==> src/rtl/mc_pkg.sv <==
package mc_pkg;
  // Per-cell mode code: bit 1 picks combinational path, bit 0 picks active high
  typedef struct packed {
    logic comb;
    logic act_high;
  } mc_cfg_t;

  localparam int unsigned CFG_W = $bits(mc_cfg_t);
endpackage

==> src/rtl/mc_state_reg.sv <==
module mc_state_reg (
  input  logic clk,
  input  logic por_n,
  input  logic areset_term,
  input  logic spreset_term,
  input  logic d,
  output logic q
);
  logic clr;
  logic armed;

  assign clr = areset_term | ~por_n;

  // Clear beats preset: clear is asynchronous, preset is only sampled at edge
  always_ff @(posedge clk or posedge clr) begin
    if (clr)               q <= 1'b0;
    else if (spreset_term) q <= 1'b1;
    else                   q <= d;
  end

  // Marks that at least one clean edge has passed since the last clear
  always_ff @(posedge clk or posedge clr) begin
    if (clr) armed <= 1'b0;
    else     armed <= 1'b1;
  end

  // register follows the sum one edge later
  p_capture_r2: assert property (@(posedge clk) disable iff (clr)
    (armed && !spreset_term) |=> (q == $past(d)))
    else $error("register did not capture sum");

  // preset sets the register at the edge
  p_preset_r8: assert property (@(posedge clk) disable iff (clr)
    (armed && spreset_term) |=> q)
    else $error("preset did not set register");

  // an asserted reset term leaves the register clear at any edge
  p_reset_clear_r7: assert property (@(posedge clk) disable iff (!por_n)
    areset_term |-> (q == 1'b0))
    else $error("reset term did not clear register");
endmodule

==> src/rtl/mc_out_path.sv <==
module mc_out_path
  import mc_pkg::*;
(
  input  mc_cfg_t cfg,
  input  logic    sum,
  input  logic    q,
  input  logic    oe,
  output logic    pin_val,
  output logic    pin_en
);
  logic pre_pol;

  always_comb begin
    pre_pol = cfg.comb ? sum : q;
    pin_val = cfg.act_high ? pre_pol : ~pre_pol;
    pin_en  = oe;
  end
endmodule

==> src/rtl/mc_fb_sel.sv <==
module mc_fb_sel
  import mc_pkg::*;
(
  input  mc_cfg_t cfg,
  input  logic    q,
  input  logic    pin_level,
  output logic    fb
);
  // Registered: true state; combinational: whatever sits on the pin
  assign fb = cfg.comb ? pin_level : q;
endmodule

==> src/rtl/macrocell_bank.sv <==
module macrocell_bank
  import mc_pkg::*;
#(
  parameter int unsigned NCELL = 4
) (
  input  logic                   clk,
  input  logic                   por_n,
  input  logic                   areset_term,
  input  logic                   spreset_term,
  input  logic [CFG_W*NCELL-1:0] cfg_bits,
  input  logic [NCELL-1:0]       sum_term,
  input  logic [NCELL-1:0]       oe_term,
  input  logic [NCELL-1:0]       pin_in,
  output logic [NCELL-1:0]       pin_out,
  output logic [NCELL-1:0]       pin_oe,
  output logic [NCELL-1:0]       fb_out
);
  localparam int unsigned CFG_TOTAL = CFG_W * NCELL;

  logic clr_any;
  assign clr_any = areset_term | ~por_n;

  for (genvar i = 0; i < NCELL; i++) begin : g_cell
    mc_cfg_t cfg;
    logic    q;

    assign cfg = mc_cfg_t'(cfg_bits[CFG_W*i +: CFG_W]);

    mc_state_reg u_reg (
      .clk          (clk),
      .por_n        (por_n),
      .areset_term  (areset_term),
      .spreset_term (spreset_term),
      .d            (sum_term[i]),
      .q            (q)
    );

    mc_out_path u_out (
      .cfg     (cfg),
      .sum     (sum_term[i]),
      .q       (q),
      .oe      (oe_term[i]),
      .pin_val (pin_out[i]),
      .pin_en  (pin_oe[i])
    );

    mc_fb_sel u_fb (
      .cfg       (cfg),
      .q         (q),
      .pin_level (pin_in[i]),
      .fb        (fb_out[i])
    );

    // registered feedback matches pin value undone by polarity
    p_fb_true_q_r5: assert property (@(posedge clk) disable iff (clr_any)
      !cfg.comb |-> (fb_out[i] == (cfg.act_high ? pin_out[i] : ~pin_out[i])))
      else $error("registered feedback disagrees with pin");
  end

  initial begin
    p_cfg_width_r1: assert (CFG_TOTAL == 2 * NCELL)
      else $error("mode field width mismatch");
  end
endmodule

==> config.mk <==
export PLATFORM = sky130hd
export DESIGN_NAME = macrocell_bank
export DESIGN_NICKNAME = d
export VERILOG_FILES = /design/src/rtl/mc_pkg.sv /design/src/rtl/mc_state_reg.sv /design/src/rtl/mc_out_path.sv /design/src/rtl/mc_fb_sel.sv /design/src/rtl/macrocell_bank.sv
export SDC_FILE = /design/constraint.sdc
export NUM_CORES = 1
export LEC_CHECK = 0
export BUFFER_PORTS_ARGS = -buffer_cell sky130_fd_sc_hd__buf_2
export CELL_PAD_IN_SITES_DETAIL_PLACEMENT = 0
export CELL_PAD_IN_SITES_GLOBAL_PLACEMENT = 2
export CORE_UTILIZATION = 16
export CTS_CLUSTER_SIZE = 28
export DETAILED_ROUTE_END_ITERATION = 10
export PLACE_DENSITY_LB_ADDON = 0.1
export SETUP_SLACK_MARGIN = 0.15
export SLEW_MARGIN = 20
export SYNTH_ARGS = -nofsm -noshare
export SYNTH_HDL_FRONTEND = slang
export SYNTH_SLANG_ARGS = --single-unit
==> constraint.sdc <==
create_clock -name clk -period 1.1 [get_ports clk]
set_input_delay 0.22 -clock clk [delete_from_list [all_inputs] [get_ports clk]]
set_output_delay 0.22 -clock clk [all_outputs]
set_load 0.03 [all_outputs]
# Word-level counts from Yosys, hierarchy flattened

Cells that the tools add are included.

Bitwise gates (word level): 6
Mux-type cells: 16

Operator list:

| kind              | number |
|---|---|
| two-way mux 1 bit | 16 |
| inverter 1 bit    | 5 |
| OR 1 bit          | 1 |

Register bits: 4
Logic and storage cells: 26
Output and inout bits: 12
Input port bits: 24

# Depth between registers and ports, before layout

Gate-level depths: netlist (run 1).

Word-level depth: 3
Depth in mapped cells: 3
Gate-level depth less buffers: 2

# Modules after synthesis

From an unflattened synthesis (run 1), not the netlist that was laid out.

Cells, all modules: 28
Area total of the unflattened synthesis: 315.3 µm²

Modules (own cells, without submodules):

| module       | times used | seq. area each (µm²) | area each (µm²) | cells each |
|---|---|---|---|---|
| mc_state_reg | 4          | 25.0                 | 37.5            | 3 |
| mc_out_path  | 4          | 0.0                  | 26.3            | 3 |
| mc_fb_sel    | 4          | 0.0                  | 15.0            | 1 |

# Worst setup path after synthesis (run 1)

OpenSTA, ideal clock, no wires.

Kind: flip-flop to output port
Start point: register g_cell[0].u_reg.q
End point: output port pin_out[0]
Data required time: 0.880 ns
Slack: 0.071 ns
Buffers on the path: 1
Arrival: 0.809 ns
Cell stages (with the launch flop): 4
Cell sequence: dfrtp_1 -> mux2i_1 -> xor2_1 -> buf_4

Longest elaborated chain between the ends: 3

RTL lines:

| item                   | line                 | source |
|---|---|---|
| start, declared        | mc_state_reg.sv:7    | `output logic q` |
| start signal, assigned | mc_state_reg.sv:16   | `if (clr) q <= 1'b0;` |
| start signal, assigned | mc_state_reg.sv:17   | `else if (spreset_term) q <= 1'b1;` |
| start signal, assigned | mc_state_reg.sv:18   | `else q <= d;` |
| two-way mux 1 bit *    | mc_out_path.sv:14    | `pre_pol = cfg.comb ? sum : q;` |
| inverter 1 bit         | mc_out_path.sv:15    | `pin_val = cfg.act_high ? pre_pol : ~pre_pol;` |
| two-way mux 1 bit *    | mc_out_path.sv:15    |  |
| end, declared          | macrocell_bank.sv:14 | `output logic [NCELL-1:0] pin_out,` |

Mark *: on every way between the ends. The rest lies on a longest branch, timed or not.

# Final worst setup path (run 1)

Start point: register g_cell[3].u_reg.q
End point: output port pin_out[3]

Longest elaborated chain between the ends: 3

RTL lines:

| item                   | line |
|---|---|
| start, declared        | mc_state_reg.sv:7 |
| start signal, assigned | mc_state_reg.sv:16 |
| start signal, assigned | mc_state_reg.sv:17 |
| start signal, assigned | mc_state_reg.sv:18 |
| two-way mux 1 bit *    | mc_out_path.sv:14 |
| inverter 1 bit         | mc_out_path.sv:15 |
| two-way mux 1 bit *    | mc_out_path.sv:15 |

Marks and branches as above.

==> results.md, run 1 <==
* Status: complete, but fails checks
* Violated checks: setup timing
* Post-Synthesis Cells at 33
* Area grow syn2layout at 39.9%
* DRT Wirelength at 744 um
* Final worst slack at -228 ps
* Setup violators final at 8
* Final hold vios at 0
* TritonRoute pass-1 iters at 1
* Core Area at 0.00198 sq mm
* DR vias/cell at 3.56
* DP Wirelength at 642 um
* Number of global-route vias before repair at 237
* Crit path kind: flop to output port
* GRT Overall Usage at 0.0662
* Syn Std Cell Area at 342 sq um
* Post-synthesis adder-cell area fraction at 0
* Syn. warnings at 0
* Simple-gate portion of the synthesized area at 0.0916
* Post-synthesis sequential area ratio at 0.293
* Syn Nets at 57
* Root buf cell: clkbuf_4
* Placement Rows at 16
* Post-synthesis xor/xnor area fraction at 0.103
* Syn_area_per_cell at 10.4 sq um
* Layout cells sized above 1 at 0.745
* Hold WS at 5.51 ps
* Routed vias at 278
* Data required time of the worst path at 880 ps
* Ports at 36
* Static leakage at 0.246 nW
* Largest register FFs at 4
* DR WL/cell at 9.54 um
* Post-Layout Cell Count at 78
* Initial antenna violation count at 0
* GRT Residual Overflow at 0
* Pwr Density at 1160 mW/mm^2
* Arr. time, crit path at 1110 ps
* Chip Height at 48.2 um
* CTS tree: done
* Final Max Tran Viols at 0
* Clock Pin Slew Worst Setup and Hold Paths at 40 ps
* Die W at 48.2 um
* Slew HR at 0.707
* Biggest register: g_cell.u_reg.q
* Iteration-0 DRC Markers at 0
* Clk sink count at 4
* Die area at 0.00232 sq mm
* Fraction of the mapped netlist area in compound gates at 0
* CTS Buffer Depth at 2
* Worst Tran Pin Value at 438 ps
* Main combinational cell family by area after synthesis: buffers and inverters
* Min-Delay Path Class: input port to async pin
* Crit Path Max Fanout at 2
* RSZ-0062 raised after global routing: true
* GPL Wtd Cong at 0.631
* Largest regs: g_cell.u_reg.q: 4 flops
* Layout filler cell count at 216
* Starting Density at 0.172
* Final worst-path cycle share at 1.21
* Worst-case vdd ir drop at 0.418 mV
* Tmin final at 1330 ps
* Crit. End Element: output port
* Worst Setup Start Kind: flop
* Mux cell area share after synthesis at 0.249
* ANT cells at 0
* H-tree depth at 1
* DP Cell Count at 75
* #FFs+latches synth at 4
* Num CTS Buffers at 3
* Synth unique cells at 7
* Post-CTS setup buffers at 0
* Nets at 77
* Final ANT Viol Nets at 0
* # DRC at 0
* # port buffers at 27
* Max frequency at 753 MHz
* CTS resizes at 12
* First-pass GRT wire length at 945 um
* Largest net degree at the start of global routing at 5
* Number of max-cap violations at 0
* Cts hold-fix bufs at 0
[synth_stat cells]
library cell / n / area [sq um]
nor2b_1: 1 / 6.26
or2_2: 4 / 25.0
mux2i_1: 4 / 40.0
buf_4: 12 / 90.1
mux2_2: 4 / 45.0
dfrtp_1: 4 / 100
xor2_1: 4 / 35.0
[logic make-up after synthesis]
| family | count (synthesis) |
|---|---|
| buffers and inverters | 12 |
| muxes | 8 |
| and+or+nand+nor | 5 |
| xor gates and xnor gates | 4 |
| DFF | 4 |
[layer usage]
metal / share of wire / up-vias / global-route usage
met4: 0 / 0 / 0.0889
met2: 0.56 / 21 / 0.109
met1: 0.31 / 124 / 0.0601
met5: 0 / - / 0
met3: 0.13 / 0 / 0.0111
li1: - / 133 / -
[per-stage QoR]
step | TNS [ps] | setup WS (ps) | cell area [sq um] | utilization | total power (W)
5_1_grt | -1780 | -288 | 478 | 0.241 | 0.000596
6_report | -1360 | -228 | 478 | 0.241 | 0.000554
3_3_place_gp | -8.80 | -8.80 | 420 | 0.212 | 0.000339
2_1_floorplan | 0 | 73.5 | 357 | - | 0.000348
3_5_place_dp | -43.6 | -30.1 | 420 | 0.212 | 0.000344
4_1_cts | -1510 | -249 | 478 | 0.241 | 0.000573
[critical path, cell delays in order (launching register included)]
cell	delay, ps
dfrtp_1	370
mux2i_1	160
xor2_1	170
buf_4	180
[placed cells by master, fill, tap and decap left out]
cell,count
buf_4,4
mux2_2,4
nor2b_1,1
mux2i_1,4
buf_2,19
dfrtp_1,4
clkbuf_4,3
or2_2,4
buf_6,4
xor2_1,4
[layout make-up]
class,count,area [sq um],share of cell area
Tap cell,27,33.8,0.0707
Sequential cell,4,100,0.209
Multi-Input combinational cell,17,151,0.317
Clock buffer,3,22.5,0.0471
Timing Repair Buffer,27,170,0.356
[worst max path at each step]
stage	startpoint	endpoint	slack [ps]	depth (start not counted)
after floorplan	g_cell[0].u_reg.q	pin_out[0]	70	3
after global placement	cfg_bits[3]	pin_out[1]	-9	4
after detailed placement	cfg_bits[7]	pin_out[3]	-30	4
after CTS	g_cell[3].u_reg.q	pin_out[3]	-250	3
after global routing	g_cell[3].u_reg.q	pin_out[3]	-290	3
final	g_cell[3].u_reg.q	pin_out[3]	-230	3
[power by group]
group | total, W | switching [W] | internal (W)
combinational | 0.000208 | 0.000109 | 0.0000982
clock | 0.000188 | 0.0000653 | 0.000122
sequential | 0.000159 | 0.00000360 | 0.000155
Note: power is estimated with default switching activity, not from simulation.
==> run 2, diff against run 1 <==
--- a/config.mk
+++ b/config.mk
@@ -5,9 +5,11 @@
 export SDC_FILE = /design/constraint.sdc
 export NUM_CORES = 1
 export LEC_CHECK = 0
+export ABC_CLOCK_PERIOD_IN_PS = 1100
 export BUFFER_PORTS_ARGS = -buffer_cell sky130_fd_sc_hd__buf_2
 export CELL_PAD_IN_SITES_DETAIL_PLACEMENT = 0
 export CELL_PAD_IN_SITES_GLOBAL_PLACEMENT = 2
+export CORE_MARGIN = 4
 export CORE_UTILIZATION = 16
 export CTS_CLUSTER_SIZE = 28
 export DETAILED_ROUTE_END_ITERATION = 10
==> run 2 against run 1 <==
Net effect:
- the run ends with hold timing, setup timing left
- routed wire length increased by 15%
- clock power is 2% lower
- via count down 5.0%
- combinational power about the same
- cell area grew 0.79%
- first-iteration DRC count unchanged
- setup slack got worse by 9.4 ps
- total power is 0.28% lower
- sequential cell count unchanged
- critical path depth did not move
- non-clock buffer count unchanged
- critical path type unchanged
- largest cell class unchanged
- highest routed layer unchanged
==> results.md, run 2 (synthesis gave the netlist of run 1 again) <==
* Setup violators final at 8
* DRT Wirelength at 853 um
* # DRC at 0
* Biggest register: g_cell.u_reg.q
* Tmin final at 1340 ps
* Setup TNS at -1450 ps
* CTS Buffer Depth at 2
* Final worst-path cycle share at 1.22
* Final Max Tran Viols at 0
* GPL Wtd Cong at 0.597
* First-pass GRT wire length at 1.19 mm
* Slew HR at 0.729
* RSZ-0062 raised after global routing: true
* Largest net degree at the start of global routing at 5
* DR vias/cell at 3.38
* GRT Residual Overflow at 0
* Crit path largest cell delay at 370 ps
* Worst path top cell family by delay: flip-flops
* Worst path cell trace: mux2i_1 > xor2_1 > buf_4
* GRT Overall Usage at 0.0652
* Met2 track demand over resource at 0.110
* Worst path slowest cell: dfrtp_1
* Core Area at 0.00200 sq mm
* Pwr Density at 1150 mW/mm^2
* Root buf cell: clkbuf_4
* Data required time of the worst path at 880 ps
* Static leakage at 0.251 nW
* Arr. time, crit path at 1120 ps
* Logic pwr share at 0.379
* Clock power share at 0.332
* CTS tree: done
* Origin of the worst setup path: g_cell[3].u_reg.q
* TritonRoute pass-1 iters at 1
* Min-Delay Path Class: input port to async pin
* Area grow syn2layout at 41.0%
* Final worst slack at -237 ps
* Max frequency at 748 MHz
* Largest register FFs at 4
* Violated checks: hold timing, setup timing
* Placement Rows at 16
* Die W at 54.2 um
* Number of global-route vias before repair at 291
* Final ANT Viol Nets at 0
* Post-CTS setup buffers at 0
* CP Depth at 3
* DP Wirelength at 729 um
* Layout cells sized above 1 at 0.745
* Status: complete, but fails checks
* Post-Route Utilization at 0.241
* Nets at 77
* H-tree depth at 1
* Worst Tran Pin Value at 406 ps
* Die area at 0.00294 sq mm
* GRT Max-Usage Layer: met2
* GR Util met1 at 0.0523
* Routed vias at 264
* Starting Density at 0.171
* Num CTS Buffers at 3
* Chip Height at 54.2 um
* Hold WS at -5.99 ps
* Sequential Power Share at 0.289
* CP bufs+invs at 1
* Clk sink count at 4
* Largest regs: g_cell.u_reg.q: 4 flops
* # port buffers at 27
* Worst setup endpoint: pin_out[3]
* Crit. End Element: output port
* Layout filler cell count at 227
* Met3 Usage GRT at 0.0360
* Final hold vios at 4
* Sw Pwr at 0.000175 W
* Crit path kind: flop to output port
* Crit Path Max Fanout at 2
* Clock Pin Slew Worst Setup and Hold Paths at 40 ps
* Iteration-0 DRC Markers at 0
* Worst Setup Start Kind: flop
* Pint at 0.000377 W
* Number of max-cap violations at 0
* ANT cells at 0
* DR WL/cell at 10.9 um
* Commonest non-fill, non-tap cell in the layout: buf_2
* Cts hold-fix bufs at 0
* Initial antenna violation count at 0
* Ports at 36
* Worst-case vdd ir drop at 0.292 mV
* Sw Share at 0.317
==> run 2: changes by cell type in the layout (fill, tap and decap cells not counted) <==
cell,change
mux2_4,+1
mux2_2,-1
==> run 2: per-stage QoR <==
| stage | power, W | hold WS, ps | setup slack (ps) | cell area (sq um) | std cells |
|---|---|---|---|---|---|
| finish | 0.000553 | -5.99 | -237 | 482 | 78 |
| global route | 0.000598 | 17.3 | -373 | 482 | 78 |
| CTS | 0.000572 | 9.07 | -268 | 482 | 78 |
| detailed placement | 0.000344 | 263 | -40.5 | 420 | 75 |
| global placement | 0.000340 | 253 | 4.41 | 420 | 75 |
| floorplan | 0.000348 | 79.7 | 73.5 | 357 | 33 |
==> run 2: repair_timing <==
action,CTS,global route
pin swaps,0,2
gates resized for setup,13,0
endpoints found under the setup margin,8,8
hold endpoints to repair,0,0
==> run 2: layer usage <==
metal  share of wire  wire (um)
met5               0          0
met4               0          0
met3            0.16        138
met2            0.55        467
met1            0.29        247
==> run 2: worst min path at each step <==
stage / end / slack [ps] / cells after the start / startpoint
after global placement: g_cell[1].u_reg.q / 250 / 2 / por_n
after detailed placement: g_cell[1].u_reg.q / 260 / 2 / por_n
after CTS: g_cell[1].u_reg.q / 9 / 2 / por_n
after floorplan: g_cell[0].u_reg.q / 80 / 1 / areset_term
after global routing: g_cell[2].u_reg.q / 20 / 2 / por_n
final: g_cell[1].u_reg.q / -6 / 2 / por_n
==> run 2: area by class of cell <==
type | instances | area (sq um) | area share
clock buffer | 3 | 22.5 | 0.0468
timing repair buffer | 27 | 170 | 0.353
sequential | 4 | 100 | 0.208
tap | 27 | 33.8 | 0.0701
multi-input combinational | 17 | 155 | 0.322
==> run 2: power by group through the flow <==
stage / registers [W] / logic (W) / clock network [W]
floorplan: 0.000160 / 0.000188 / 0
global placement: 0.000161 / 0.000179 / 0
detailed placement: 0.000162 / 0.000182 / 0
CTS: 0.000160 / 0.000213 / 0.000200
global route: 0.000160 / 0.000225 / 0.000212
finish: 0.000160 / 0.000210 / 0.000184
